[src/rtl/sipo_display_driver.sv]
module sipo_display_driver #(
  parameter int CHANNELS = 32,
  parameter bit REVERSE  = 1'b0
) (
  input  logic                clk,
  input  logic                rst_n,
  input  logic                ser_in,
  input  logic                load,
  input  logic                unblank,
  input  logic                pass_true,
  output logic                ser_out,
  output logic [CHANNELS-1:0] drive
);

  logic [CHANNELS-1:0] stages;
  logic [CHANNELS-1:0] held;
  logic [CHANNELS-1:0] mapped;

  always_ff @(posedge clk) begin
    if (!rst_n) stages <= '0;
    else        stages <= {stages[CHANNELS-2:0], ser_in};
  end

  always_ff @(posedge clk) begin
    if (!rst_n)    held <= '0;
    else if (load) held <= stages;
  end

  generate
    if (REVERSE) begin : g_rev
      for (genvar k = 0; k < CHANNELS; k++) begin : g_bit
        assign mapped[k] = held[CHANNELS-1-k];
      end
    end else begin : g_fwd
      assign mapped = held;
    end
  endgenerate

  assign ser_out = stages[CHANNELS-1];

  always_comb begin
    case ({unblank, pass_true})
      2'b00:   drive = '1;
      2'b01:   drive = '0;
      2'b10:   drive = ~mapped;
      default: drive = mapped;
    endcase
  end

endmodule


[config.mk]
export PLATFORM = sky130hd
export DESIGN_NAME = sipo_display_driver
export DESIGN_NICKNAME = d
export VERILOG_FILES = /design/src/rtl/sipo_display_driver.sv
export SDC_FILE = /design/constraint.sdc
export NUM_CORES = 1
export LEC_CHECK = 0
export BUFFER_PORTS_ARGS = -buffer_cell sky130_fd_sc_hd__buf_2
export CORE_UTILIZATION = 55
export DETAILED_ROUTE_END_ITERATION = 10
export GPL_ROUTABILITY_DRIVEN = 0
export GPL_TIMING_DRIVEN = 0
export HOLD_SLACK_MARGIN = 0.03
export PLACE_DENSITY = 0.74
export SYNTH_ARGS = -nofsm -noshare
export SYNTH_HDL_FRONTEND = slang
export SYNTH_SLANG_ARGS = --single-unit
[constraint.sdc]
create_clock -name clk -period 1.05 [get_ports clk]
set_input_delay 0.21 -clock clk [delete_from_list [all_inputs] [get_ports clk]]
set_output_delay 0.21 -clock clk [all_outputs]
set_load 0.02 [all_outputs]
==> metrics.txt <==
violated checks setup timing; CP Launch Type flop; area of the core 4410 sq um; Mapped Area 2560 sq um; r2r setup slk 0.30 ns; Max Clk Rate 794 MHz; Crit Reg-Reg Endpoint held[5]$_SDFFE_PN0P_; antenna viol nets, final 0; Post-Syn Nets 248; Placed Cells 329; first-pass GRT wire length 7480 um; clock skew 0.00772 ns; fin crit share 120%; Num CTS Buffers 9; Iter 0 DRT Violations 68; hpwl dp 2920 um; clk sinks 64; Root Buffer clkbuf_8; # DRC 0; Cell Int Power 3750 uW; reg2reg path depth 3; worst hold stages 2; Worst Slack Setup Final -0.210 ns; share of post-route cells with drive strength above 1 42.6%; CTS tree built; WP data required 0.84 ns; # setup viols final 32; Mapped Cells 242; P_leak 0.00134 uW; total grt overflow 0; die width 70.2 um; Syn Area/Cell 10.6 sq um; worst r2r src held[5]$_SDFFE_PN0P_; antenna violations before repair 0; combinational power share 9.9%; Detailed Route WL 4730 um; Max-slew headroom 76.4%; Hold EP stages[0]$_SDFF_PN0_; drt pass-1 iters 4; Metal-1 WL 2230 um; VDD IR-drop max 0.991 mV; Longest Clk Path Bufs 2; largest net degree at the start of global routing 11; min Tclk post-route 1.26 ns; register area share after synthesis 50.0%; sequential share of power 49.7%; Area growth, synth to finish 26.7%; crit path max fanout 2; #FFs+latches synth 64; Least-Margin Pin Slew 0.355 ns; Yosys cell types 11; FP Rows 24; # diodes 0; hold_sp ser_in; clock-pin slew on the worst setup and hold paths 0.06 ns; Vias 1662; CP endpoint kind output pin; Worst-Skew Late Latency 0.34 ns; RSZ-0062 raised after global routing yes; vias in the first global route 1511; area of the multi-input gates 1210 sq um; H-tree depth 3; GR Util All Layers 20.5%; Layout Nets 298; # Max-Cap Violations 0; highest routed layer met4; Yosys top cell area share 50.0%; die area 4930 sq um; Hold Slack 0.0935 ns; Storage cell area 1320 sq um; I/O Buffers 35; Arrival @ worst endpoint 1.05 ns; synth top area cells dfxtp_1, mux2i_1, xor2_1; Hold Fails Final Rpt 0; WS Path Type reg -> out; Worst Hold Class in -> reg; Slew Viols, Final 0; Die Ht 70.2 um; drt wl/cell 13.6 um; status finished with violations; met2 WL post-DR 2270 um; fill cell count 338; PwrDens 1520 nW/um^2; switching fraction of total power 23.8%; met3 wire length 155 um; sw power 1170 uW; I/O pins 39; post-synth top area cell dfxtp_1; clock share of power 40.5%; final cell count without fillers 348; initial core utilization 58.0%; Power Total 4920 uW; drt via density 4.78; Synth warnings 0
==> power by group through the flow <==
stage | sequential (uW) | clock, uW | combinational [uW]
floorplan | 2490 | 0 | 308
global placement | 2500 | 0 | 423
detailed placement | 2500 | 0 | 426
CTS | 2440 | 2020 | 477
global route | 2440 | 2130 | 514
finish | 2440 | 1990 | 485
==> worst max-delay path, stage by stage (launching register included) <==
cell and delay, ns:
dfxtp_2 0.32, nand2_2 0.05, xor2_1 0.17, buf_4 0.17
==> placed cells by master, fill, tap and decap left out <==
cell        count
xor2_1         29
mux2i_1        32
buf_12          3
nand2_1         7
buf_6           6
buf_2           2
xor2_2          3
buf_4          40
clkbuf_1        6
dfxtp_2        32
and2_1         32
clkinvlp_4      1
nand2_2        25
nor2b_1        32
clkinv_2        1
clkbuf_8       13
dfxtp_1        32
==> timing repair <==
item	CTS	global route
hold buffers	0	0
setup buffers	3	1
pin swaps	1	0
setup endpoints to repair	32	33
gates resized for setup	78	20
==> stage by stage <==
stage | cell area, sq um | setup WS (ns) | setup TNS [ns] | util (%)
CTS | 3180 | -0.240 | -6.23 | 71.9
detailed placement | 2800 | -0.235 | -5.12 | 63.4
global route | 3240 | -0.254 | -7.39 | 73.5
finish | 3240 | -0.210 | -5.73 | 73.5
global placement | 2800 | -0.231 | -4.68 | 63.4
floorplan | 2560 | -0.0257 | -0.772 | -
==> flip-flops by register name (all words and copies together) (netlist names) <==
signal	count
held	32
stages	32
==> metal layers <==
layer	GRT usage, %	vias to the layer above
li1	-	848
met1	25.9	778
met2	31.7	28
met3	5.63	8
met4	10.7	0
met5	0	-
==> cell type report <==
cell class	instances	area share, %
clock inverters	2	0.386
repair buffers	39	9.10
flip-flops and latches	64	40.7
well taps	52	2.01
clock buffers	13	5.51
multi-input cells	160	37.2
plain buffers	18	5.09
==> synth_stat cells, drive strengths merged <==
library cell / number
xor2: 32
mux2i: 32
buf: 12
nor2b: 32
nand2: 32
clkbuf: 6
and2: 32
dfxtp: 64
==> kinds of logic (layout without fill, tap and decap cells) <==
kind of cell  Yosys count  after routing  synth area share (%)
buf+inv                18             72                  6.16
xor+xnor               32             32                  10.9
mux                    32             32                  12.5
flops                  64             64                  50.0
simple gates           96             96                  20.3
==> worst max-delay path by stage <==
stage                            to             startpoint
after CTS                 drive[19]  held[19]$_SDFFE_PN0P_
after global placement    drive[18]                unblank
after global routing      drive[14]  held[14]$_SDFFE_PN0P_
final                      drive[3]   held[3]$_SDFFE_PN0P_
after floorplan            drive[0]              pass_true
after detailed placement  drive[18]                unblank
Note: power is estimated with default switching activity, not from simulation.
